File: src/rtl/quad_poscnt.sv
module quad_poscnt #(
  parameter int CW  = 28,
  parameter int BLW = 8,
  parameter int SW  = 3
) (
  input  logic          clk,
  input  logic          rst_n,
  input  logic          step_vld,
  input  logic          step_dir,
  input  logic          ref_lvl,
  input  logic          zero_cmd,
  input  logic          trig,
  input  logic [SW-1:0] itv_sel,
  input  logic          buf_rd,
  output logic [CW-1:0] count,
  output logic [CW-1:0] buf_count,
  output logic          buf_vld,
  output logic          qa,
  output logic          qb,
  output logic          qz,
  output logic          ovf
);
  localparam int TW = (1 << SW) - 1;
  localparam int SUMW = BLW + 2;
  localparam logic signed [SUMW-1:0] BL_HI = SUMW'((1 << (BLW - 1)) - 1);
  localparam logic signed [SUMW-1:0] BL_LO = ~BL_HI;

  // reference synchroniser and edge detect
  logic [2:0] ref_sh;
  logic       ref_rise;
  assign ref_rise = ref_sh[1] & ~ref_sh[2];

  always_ff @(posedge clk) begin
    if (!rst_n) begin
      ref_sh <= '0;
      qz     <= 1'b0;
    end else begin
      ref_sh <= {ref_sh[1:0], ref_lvl};
      qz     <= ref_rise;
    end
  end

  // position counter
  always_ff @(posedge clk) begin
    if (!rst_n)                    count <= '0;
    else if (zero_cmd || ref_rise) count <= '0;
    else if (step_vld)             count <= step_dir ? count + 1'b1 : count - 1'b1;
  end

  // two-entry capture store
  logic [CW-1:0] ent1;
  logic [1:0]    fill;
  logic          pop;
  assign pop     = buf_rd && (fill != 2'd0);
  assign buf_vld = (fill != 2'd0);

  always_ff @(posedge clk) begin
    if (!rst_n) begin
      buf_count <= '0;
      ent1      <= '0;
      fill      <= 2'd0;
    end else if (trig) begin
      case (fill)
        2'd0: begin
          buf_count <= count;
          fill      <= 2'd1;
        end
        2'd1: begin
          if (pop) buf_count <= count;
          else begin
            ent1 <= count;
            fill <= 2'd2;
          end
        end
        default: begin
          buf_count <= ent1;
          ent1      <= count;
        end
      endcase
    end else if (pop) begin
      buf_count <= ent1;
      fill      <= fill - 2'd1;
    end
  end

  // rate-limited quadrature regeneration
  logic signed [BLW-1:0]  bl;
  logic        [TW-1:0]   tmr;
  logic        [1:0]      ph;
  logic                   emit;
  logic signed [SUMW-1:0] inc, dec, sum, bl_n;
  logic        [TW:0]     span;
  logic                   out_of_range;

  assign emit = (tmr == '0) && (bl != '0);
  assign inc  = !step_vld ? '0 : (step_dir ? SUMW'(1) : '1);
  assign dec  = !emit ? '0 : (bl[BLW-1] ? '1 : SUMW'(1));
  assign sum  = SUMW'(bl) + inc - dec;
  assign out_of_range = (sum > BL_HI) || (sum < BL_LO);
  assign bl_n = out_of_range ? sum - inc : sum;
  assign span = (TW + 1)'(1) << itv_sel;

  always_ff @(posedge clk) begin
    if (!rst_n) begin
      bl  <= '0;
      tmr <= '0;
      ph  <= 2'd0;
      ovf <= 1'b0;
    end else begin
      bl <= bl_n[BLW-1:0];
      if (out_of_range) ovf <= 1'b1;
      if (emit) begin
        tmr <= TW'(span - 1'b1);
        ph  <= bl[BLW-1] ? ph - 2'd1 : ph + 2'd1;
      end else if (tmr != '0) begin
        tmr <= tmr - 1'b1;
      end
    end
  end

  assign qa = ph[1];
  assign qb = ph[1] ^ ph[0];
endmodule

File: config.mk
export PLATFORM = sky130hd
export DESIGN_NAME = quad_poscnt
export DESIGN_NICKNAME = d
export VERILOG_FILES = /design/src/rtl/quad_poscnt.sv
export SDC_FILE = /design/constraint.sdc
export NUM_CORES = 1
export LEC_CHECK = 0
export BUFFER_PORTS_ARGS = -buffer_cell sky130_fd_sc_hd__buf_4
export CORE_AREA = 2 2 152 80
export CTS_CLUSTER_DIAMETER = 200
export DETAILED_ROUTE_END_ITERATION = 8
export DIE_AREA = 0 0 154 82
export PLACE_DENSITY_LB_ADDON = 0.12
export SYNTH_ARGS = -nofsm -noshare
export SYNTH_HDL_FRONTEND = slang
export SYNTH_SLANG_ARGS = --single-unit
File: constraint.sdc
create_clock -name clk -period 8.3 [get_ports clk]
set_clock_uncertainty 0.2 [all_clocks]
set_input_delay 0.83 -clock clk [delete_from_list [all_inputs] [get_ports clk]]
set_output_delay 0.83 -clock clk [all_outputs]
set_load 0.03 [all_outputs]
==> results of run 1 <==
-- final timing paths --
check	slack, ns	from	endpoint	cells after the start
setup / recovery	2.76	step_dir	bl[7]$_SDFF_PN0_	17
hold reg to reg	0.21	ref_sh[2]$_SDFF_PN0_	qz$_SDFF_PN0_	1
hold / removal	0.21	ref_sh[2]$_SDFF_PN0_	qz$_SDFF_PN0_	1
setup reg to reg	3.26	tmr[0]$_SDFFE_PN0P_	bl[7]$_SDFF_PN0_	17
-- worst max-delay path: cells and delay by family --
kind / cells / cell delay [ns]
compound gates: 5 / 0.76
xor+xnor: 2 / 0.40
fa+ha+maj: 3 / 1.41
buf+inv: 3 / 0.94
simple gates: 4 / 1.23
-- layer usage --
metal,vias to the layer above,track usage [%],share of wire [%]
li1,2842,-,-
met1,2734,40.6,50
met2,217,38.7,39
met3,15,7.49,9.3
met4,0,5.42,0.70
met5,-,0,0
-- kinds of logic after synthesis --
family          count (synthesis)
compound gates                186
xor+xnor                       32
fa+ha+maj                      55
buf+inv                        75
flops                         108
mux                            52
simple gates                  271
-- state kept, by name (all words and copies together) (netlist names) --
name       cells
ovf            1
count         28
bl             8
ref_sh         3
fill           2
qz             1
ph             2
ent1          28
buf_count     28
tmr            7
-- power by group --
group          internal [mW]  leakage, nW  switching, mW
combinational          0.796         2.71           1.09
clock                  0.241        0.148          0.209
sequential             0.624        0.883         0.0789
-- final cells by class --
class                      count  area (um2)  share of cell area, %
sequential                   108        2160                   28.6
multi-input combinational    596        4190                   55.4
clock inverter                 6        82.6                   1.09
timing repair buffer          74         556                   7.34
inverter                      43         161                   2.13
tap                          150         188                   2.48
clock buffer                  10         229                   3.02
-- cells in the final DEF, fill, tap and decap left out, drive strengths merged, types with 5 or more instances in the layout --
| cell type | instances |
|---|---|
| nand2 | 125 |
| dfxtp | 108 |
| buf | 74 |
| nor2 | 58 |
| mux2i | 52 |
| ha | 46 |
| inv | 45 |
| a21oi | 38 |
| o211a | 30 |
| a21boi | 30 |
| o21ai | 30 |
| xnor2 | 24 |
| nor3 | 16 |
| nand3 | 15 |
| nor2b | 13 |
| and3 | 13 |
| a21o | 12 |
| clkbuf | 10 |
| fa | 9 |
| xor2 | 8 |
| and2 | 7 |
| a211oi | 7 |
| a31oi | 5 |
| nand4 | 5 |
| o21a | 5 |
| or3 | 5 |
| o211ai | 5 |
-- stage by stage --
stage / cells / hold slack, ns / util [%] / setup WS (ns)
after global routing: 987 / 0.226 / 66.5 / 2.37
final: 987 / 0.206 / 66.5 / 2.76
after CTS: 987 / 0.206 / 66.5 / 2.79
after floorplan: 779 / 0.183 / - / 3.31
after detailed placement: 971 / 0.195 / 63.7 / 2.42
after global placement: 971 / 0.196 / 63.7 / 2.63
==> qor.log, run 1 <==
qor: outcome.outcome finished, final reports clean
qor: yosys.synthMuxAreaShare 7.87%
qor: detailed_routing.wl_per_cell 17.0 um
qor: cells_and_area.post_route_cells_drive_above_1_share 12.7%
qor: cts.cts-root-buf sky130_fd_sc_hd__clkbuf_16
qor: setup_path.cp_common_cell sky130_fd_sc_hd__a21oi_1
qor: cts.clock_sinks 108
qor: global_route.vias_in_the_first_global_route 5229
qor: setup_path.critPathSlowestCell sky130_fd_sc_hd__fa_1
qor: yosys.yosys_register_bits 108
qor: global_route.overflow 0
qor: cts.clock_latency 0.35 ns
qor: timing.hold_viol 0
qor: floorplan.die_w 154 um
qor: timing.fin_crit 5.54 ns
qor: placement.placement.io_buffers 71
qor: floorplan.top_level_ports 72
qor: min_path.worstHoldPathType register to register
qor: floorplan.die_h 82 um
qor: cells_and_area.post-route-cell-area 0.00757 mm2
qor: yosys.most_numerous_cell_types_in_the_synthesized_netlist 124 x sky130_fd_sc_hd__nand2_1, 108 x sky130_fd_sc_hd__dfxtp_1, 57 x sky130_fd_sc_hd__nor2_1
qor: cts.cts_max_path_buffers 2
qor: yosys.synth_most_common_cell sky130_fd_sc_hd__nand2_1
qor: timing.timing.fmax 181 MHz
qor: setup_path.critical_path_required 8.34 ns
qor: yosys.synth.yosys.seq_area_share 32.7%
qor: yosys.synth_top_area_share 32.7%
qor: cts.tritoncts yes
qor: global_route.groute.usage.overall 27.1%
qor: cts.cts.hold.buffers_added 0
qor: cells_and_area.filler_cell_count 944
qor: cts.tritoncts.num_buffers 9
qor: cells_and_area.antenna_cells 0
qor: cts.clkSlewWorstSetupHoldPaths 0.07 ns
qor: yosys.synth_compound_gate_area_share 20.8%
qor: global_route.grt_max_degree 76
qor: yosys.postSynth.asyncResetShare 0%
qor: detailed_routing.detail_route.drc_violations 0
qor: floorplan.placement_rows 28
qor: setup_path.timing.critical_path.slowest_cell_delay 0.80 ns
qor: yosys.adder_cell_share_of_the_synthesized_area 11.4%
qor: placement.placement.cell_area 0.00726 mm2
qor: placement.hpwlAfterDp 12600 um
qor: detailed_routing.postRouteAntennaNets 0
qor: setup_path.critPathKind input pin to register
qor: cells_and_area.area.growth.synth_to_final 14.5%
qor: yosys.synthXorXnorAreaFrac 4.35%
qor: cts.cts.htree.levels 3
qor: yosys.syn_nets 845
qor: floorplan.die_area 0.0126 mm2
qor: floorplan.core_region_area 0.0114 mm2
qor: timing.slew-limit-headroom 14.1%
qor: yosys.synth_flop_cell sky130_fd_sc_hd__dfxtp_1
qor: cts.post-cts-setup-buffers 0
qor: timing.rsz0062_at_grt no
qor: yosys.synthSimpleGateAreaFrac 18.6%
qor: yosys.post_synth_num_cell_types 64
qor: pwr.leakage 3.74 nW
qor: yosys.synth.top_cells.by_area sky130_fd_sc_hd__dfxtp_1 33%, sky130_fd_sc_hd__ha_1 8.7%, sky130_fd_sc_hd__mux2i_1 7.9%
qor: cells_and_area.final_net_count 898
qor: yosys.yosysWarnings 0
qor: yosys.number_of_enable_type_register_cells_in_the_synthesized_netlist 0
qor: setup_path.arrival 5.58 ns
qor: detailed_routing.drt_wl_total 16800 um
qor: yosys.synth_area_per_inst 8.49 um2
qor: detailed_routing.drt_iter0_drc 530
qor: yosys.synth_top_family_by_area compound AO/OA/AOI/OAI gates
qor: yosys.syn_area 0.00661 mm2
qor: run.drv_cap 0
qor: global_route.grt_antenna_before_repair 0
qor: pwr.power-per-cell-area 401 mW/mm2
qor: yosys.postSynthCellCount 779
qor: timing.tightest_slew 1.27 ns
qor: detailed_routing.via_count 5808
qor: timing.setup_tns 0 ns
qor: floorplan.starting_utilization_of_the_core_area 58.1%
qor: timing.post-route-period-util 66.7%
qor: setup_path.worstPathCellList buf_4 -> inv_1 -> nand2_1 -> fa_1 -> inv_1 -> ha_1 -> a21oi_1 -> o211ai_2 -> nor2_1 -> xnor2_1 -> ha_1 -> or2_2 -> a21oi_1 -> a21oi_1 -> xnor2_1 -> o211a_1 -> nor3_1
qor: setup_path.timing.critical_path.to_type register
qor: detailed_routing.drt-vias-per-instance 5.88
qor: timing.drv_slew 0
qor: setup_path.critical_path.startpoint_type input pin
qor: pwr.post-layout-total-power 3.04 mW
qor: yosys.synth.largest_area_cell sky130_fd_sc_hd__dfxtp_1
qor: placement.place.gp.congestion 0.903
qor: timing.setup_violations 0
qor: pwr.vdd.ir_drop.worst 345 uV
qor: setup_path.cp_max_fo 28
qor: global_route.grt_pass1_wl 26800 um
qor: cts.ctsResizeCount 0
qor: detailed_routing.length_of_the_first_detailed_routing_pass_in_iterations 5
Power figures use the tool's default switching activity.
==> run 2, diff against run 1 <==
--- a/config.mk
+++ b/config.mk
@@ -5,11 +5,12 @@
 export SDC_FILE = /design/constraint.sdc
 export NUM_CORES = 1
 export LEC_CHECK = 0
+export ABC_AREA = 1
 export BUFFER_PORTS_ARGS = -buffer_cell sky130_fd_sc_hd__buf_4
-export CORE_AREA = 2 2 152 80
+export CORE_AREA = 2 2 166 87
 export CTS_CLUSTER_DIAMETER = 200
 export DETAILED_ROUTE_END_ITERATION = 8
-export DIE_AREA = 0 0 154 82
+export DIE_AREA = 0 0 168 89
 export PLACE_DENSITY_LB_ADDON = 0.12
 export SYNTH_ARGS = -nofsm -noshare
 export SYNTH_HDL_FRONTEND = slang
==> constraint.sdc (replaced) <==
create_clock -name clk -period 4.8 [get_ports clk]
set_clock_uncertainty 0.2 [all_clocks]
set_input_delay 0.48 -clock clk [delete_from_list [all_inputs] [get_ports clk]]
set_output_delay 0.48 -clock clk [all_outputs]
set_load 0.03 [all_outputs]
==> run 2 against run 1 <==
Register-to-register slack lost 2.8 ns. Die area rose by 18%. Total power rose by 64%. Wire length rose by 11%. Synthesized cell count rose by 36%. Clock power rose by 75%. Highest routed layer unchanged. Utilization down 5.2 points. Sequential cell count unchanged. Cell area is 7.9% higher. Largest cell class unchanged. Setup slack got worse by 2.3 ns. Sequential share of layout area is 2.1 points lower.
==> qor.log, run 2 <==
qor: outcome.outcome finished, final reports clean
qor: floorplan.placement_rows 30
qor: run.drv_cap 0
qor: detailed_routing.drt_iter0_drc 566
qor: cts.cts.hold.buffers_added 0
qor: timing.slew-limit-headroom 31.0%
qor: floorplan.die_h 89 um
qor: yosys.post_synth_num_cell_types 42
qor: timing.fin_crit 4.35 ns
qor: pwr.power-per-cell-area 612 mW/mm2
qor: yosys.synth_top_area_share 30.2%
qor: cts.post-cts-setup-buffers 0
qor: placement.place.gp.congestion 0.949
qor: detailed_routing.via_count 6795
qor: cts.clock_sinks 108
qor: yosys.synth.yosys.seq_area_share 30.2%
qor: setup_path.arrival 4.43 ns
qor: global_route.grt_antenna_before_repair 0
qor: min_path.worstHoldPathType input pin to register
qor: yosys.yosysWarnings 0
qor: timing.setup_violations 0
qor: yosys.synth_flop_cell sky130_fd_sc_hd__dfxtp_1
qor: cts.clock_latency 0.35 ns
qor: pwr.power_frac_seq 22.9%
qor: yosys.synth_area_per_inst 6.77 um2
qor: yosys.postSynth.asyncResetShare 0%
qor: cells_and_area.mostFrequentLayoutCell sky130_fd_sc_hd__nand2_1
qor: cells_and_area.mostFrequentLayoutCells 213 x sky130_fd_sc_hd__nand2_1, 171 x sky130_fd_sc_hd__inv_1, 118 x sky130_fd_sc_hd__a21oi_1, 108 x sky130_fd_sc_hd__dfxtp_1, 101 x sky130_fd_sc_hd__o21ai_0
qor: timing.hold_viol 0
qor: yosys.number_of_enable_type_register_cells_in_the_synthesized_netlist 0
qor: setup_path.critPathKind register to register
qor: yosys.most_numerous_cell_types_in_the_synthesized_netlist 213 x sky130_fd_sc_hd__nand2_1, 171 x sky130_fd_sc_hd__inv_1, 118 x sky130_fd_sc_hd__a21oi_1
qor: floorplan.die_area 0.0150 mm2
qor: pwr.vdd.ir_drop.worst 369 uV
qor: detailed_routing.detail_route.drc_violations 0
qor: floorplan.top_level_ports 72
qor: detailed_routing.postRouteAntennaNets 0
qor: cts.tritoncts.num_buffers 9
qor: floorplan.die_w 168 um
qor: timing.timing.fmax 230 MHz
qor: global_route.grt_pass1_wl 29700 um
qor: cells_and_area.area.growth.synth_to_final 14.0%
qor: setup_path.cp_max_fo 8
qor: global_route.vias_in_the_first_global_route 6044
qor: cts.cts_max_path_buffers 2
qor: setup_path.critical_path.startpoint_type register
qor: pwr.leakage 4.17 nW
qor: pwr.cell_internal_pwr 2.61 mW
qor: pwr.switching_part_of_the_total_power 47.7%
qor: placement.hpwlAfterDp 14200 um
qor: cells_and_area.antenna_cells 0
qor: cts.cts.htree.levels 3
qor: cts.clkSlewWorstSetupHoldPaths 0.08 ns
qor: timing.post-route-period-util 90.6%
qor: pwr.netSwitchingPower 2.38 mW
qor: timing.setup_tns 0 ns
qor: yosys.synth_most_common_cell sky130_fd_sc_hd__nand2_1
qor: setup_path.timing.critical_path.to_type register
qor: detailed_routing.drt_wl_total 18600 um
qor: cells_and_area.final_net_count 1181
qor: floorplan.core_region_area 0.0133 mm2
qor: pwr.clockPowerShare 15.7%
qor: cts.ctsResizeCount 0
qor: setup_path.critical_path_required 4.88 ns
qor: detailed_routing.length_of_the_first_detailed_routing_pass_in_iterations 6
qor: cells_and_area.post_route_cells_drive_above_1_share 13.0%
qor: detailed_routing.wl_per_cell 14.3 um
qor: timing.drv_slew 0
qor: cts.cts-root-buf sky130_fd_sc_hd__clkbuf_16
qor: yosys.synth.top_cells.by_area sky130_fd_sc_hd__dfxtp_1 30%, sky130_fd_sc_hd__nand2_1 11%, sky130_fd_sc_hd__inv_1 9.0%
qor: timing.tightest_slew 1.03 ns
qor: yosys.postSynthCellCount 1058
qor: cts.tritoncts yes
qor: global_route.groute.usage.overall 25.0%
qor: yosys.syn_area 0.00716 mm2
qor: yosys.syn_nets 1124
qor: pwr.power.share.combinational 61.3%
qor: yosys.yosys_register_bits 108
qor: yosys.synth.largest_area_cell sky130_fd_sc_hd__dfxtp_1
qor: placement.placement.io_buffers 71
qor: placement.placement.cell_area 0.00785 mm2
qor: cells_and_area.filler_cell_count 1275
qor: cells_and_area.largestRegisters buf_count x28, count x28, ent1 x28
qor: global_route.overflow 0
qor: floorplan.starting_utilization_of_the_core_area 53.7%
qor: global_route.grt_max_degree 65
qor: timing.rsz0062_at_grt no
qor: detailed_routing.drt-vias-per-instance 5.24
qor: cells_and_area.post-route-cell-area 0.00817 mm2
[run 2: critical path, stage by stage (launching register included)]
cell	delay [ns]
sky130_fd_sc_hd__dfxtp_1	0.32
sky130_fd_sc_hd__inv_1	0.07
sky130_fd_sc_hd__nand2_1	0.10
sky130_fd_sc_hd__nor3_2	0.05
sky130_fd_sc_hd__nand2_2	0.13
sky130_fd_sc_hd__clkinv_1	0.12
sky130_fd_sc_hd__nor2_4	0.15
sky130_fd_sc_hd__inv_1	0.08
sky130_fd_sc_hd__nor2_1	0.15
sky130_fd_sc_hd__buf_4	0.18
sky130_fd_sc_hd__fa_1	0.41
sky130_fd_sc_hd__inv_1	0.07
sky130_fd_sc_hd__ha_1	0.28
sky130_fd_sc_hd__a21oi_1	0.21
sky130_fd_sc_hd__nand2_2	0.12
sky130_fd_sc_hd__a21oi_1	0.17
sky130_fd_sc_hd__xnor2_1	0.17
sky130_fd_sc_hd__ha_1	0.30
sky130_fd_sc_hd__a21oi_1	0.17
sky130_fd_sc_hd__a21boi_0	0.27
sky130_fd_sc_hd__nand2_1	0.08
sky130_fd_sc_hd__nand2_1	0.07
sky130_fd_sc_hd__nand2_1	0.05
sky130_fd_sc_hd__inv_1	0.06
sky130_fd_sc_hd__nand3_2	0.08
sky130_fd_sc_hd__nand2_1	0.06
sky130_fd_sc_hd__nand2_1	0.04
sky130_fd_sc_hd__nor2_1	0.11
[run 2: stage by stage]
step           setup WS [ns]  std cells  total power [mW]  hold slack, ns  utilization (%)
6_report               0.449       1296              5.00           0.109             61.3
5_1_grt               0.0290       1296              5.43           0.115             61.3
4_1_cts                0.455       1296              5.01           0.101             61.3
3_5_place_dp           0.379       1280              4.20           0.206             58.9
3_3_place_gp           0.445       1280              4.10           0.194             58.9
2_1_floorplan          0.608       1058              3.59           0.190                -
[run 2: cell type report]
| cell class | instances | area (um2) | share of cell area [%] |
|---|---|---|---|
| Inverter | 181 | 679 | 8.32 |
| Tap cell | 176 | 220 | 2.70 |
| Clock buffer | 9 | 225 | 2.76 |
| Sequential cell | 108 | 2160 | 26.5 |
| Multi-Input combinational cell | 737 | 4200 | 51.5 |
| Clock inverter | 7 | 91.3 | 1.12 |
| Timing Repair Buffer | 78 | 586 | 7.17 |
[run 2: worst paths after layout]
| check | from | end | slack [ns] | depth (start not counted) |
|---|---|---|---|---|
| worst max-delay path | bl[6]$_SDFF_PN0_ | bl[7]$_SDFF_PN0_ | 0.45 | 27 |
| worst min-delay path | ref_lvl | ref_sh[0]$_SDFF_PN0_ | 0.11 | 3 |
| worst max register to register | bl[6]$_SDFF_PN0_ | bl[7]$_SDFF_PN0_ | 0.45 | 27 |
| worst min register to register | ref_sh[2]$_SDFF_PN0_ | qz$_SDFF_PN0_ | 0.21 | 1 |
[run 2: logic make-up (layout without fill, tap and decap cells)]
| family | after synthesis | count (layout) | synth area share [%] |
|---|---|---|---|
| buf+inv | 213 | 275 | 11.4 |
| simple gates | 395 | 395 | 24.8 |
| flops | 108 | 108 | 30.2 |
| xor+xnor | 28 | 28 | 3.42 |
| compound gates | 254 | 254 | 18.9 |
| fa+ha+maj | 55 | 55 | 10.6 |
| mux | 5 | 5 | 0.699 |
[run 2: per-layer routing]
metal,part of all wire [%],track usage (%),wire [um],vias to the layer above
li1,-,-,-,3520
met1,49,34.7,9100,3099
met2,45,42.0,8310,161
met3,5.3,4.07,983,15
met4,1.0,4.58,191,0
met5,0,0,0,-
[run 2: power by group through the flow]
| stage | Combinational (mW) | Sequential, mW | Clock (mW) |
|---|---|---|---|
| 3_5_place_dp | 3.03 | 1.17 | 0 |
| 2_1_floorplan | 2.31 | 1.28 | 0 |
| 5_1_grt | 3.43 | 1.16 | 0.840 |
| 4_1_cts | 3.06 | 1.15 | 0.804 |
| 3_3_place_gp | 2.94 | 1.16 | 0 |
| 6_report | 3.07 | 1.15 | 0.786 |
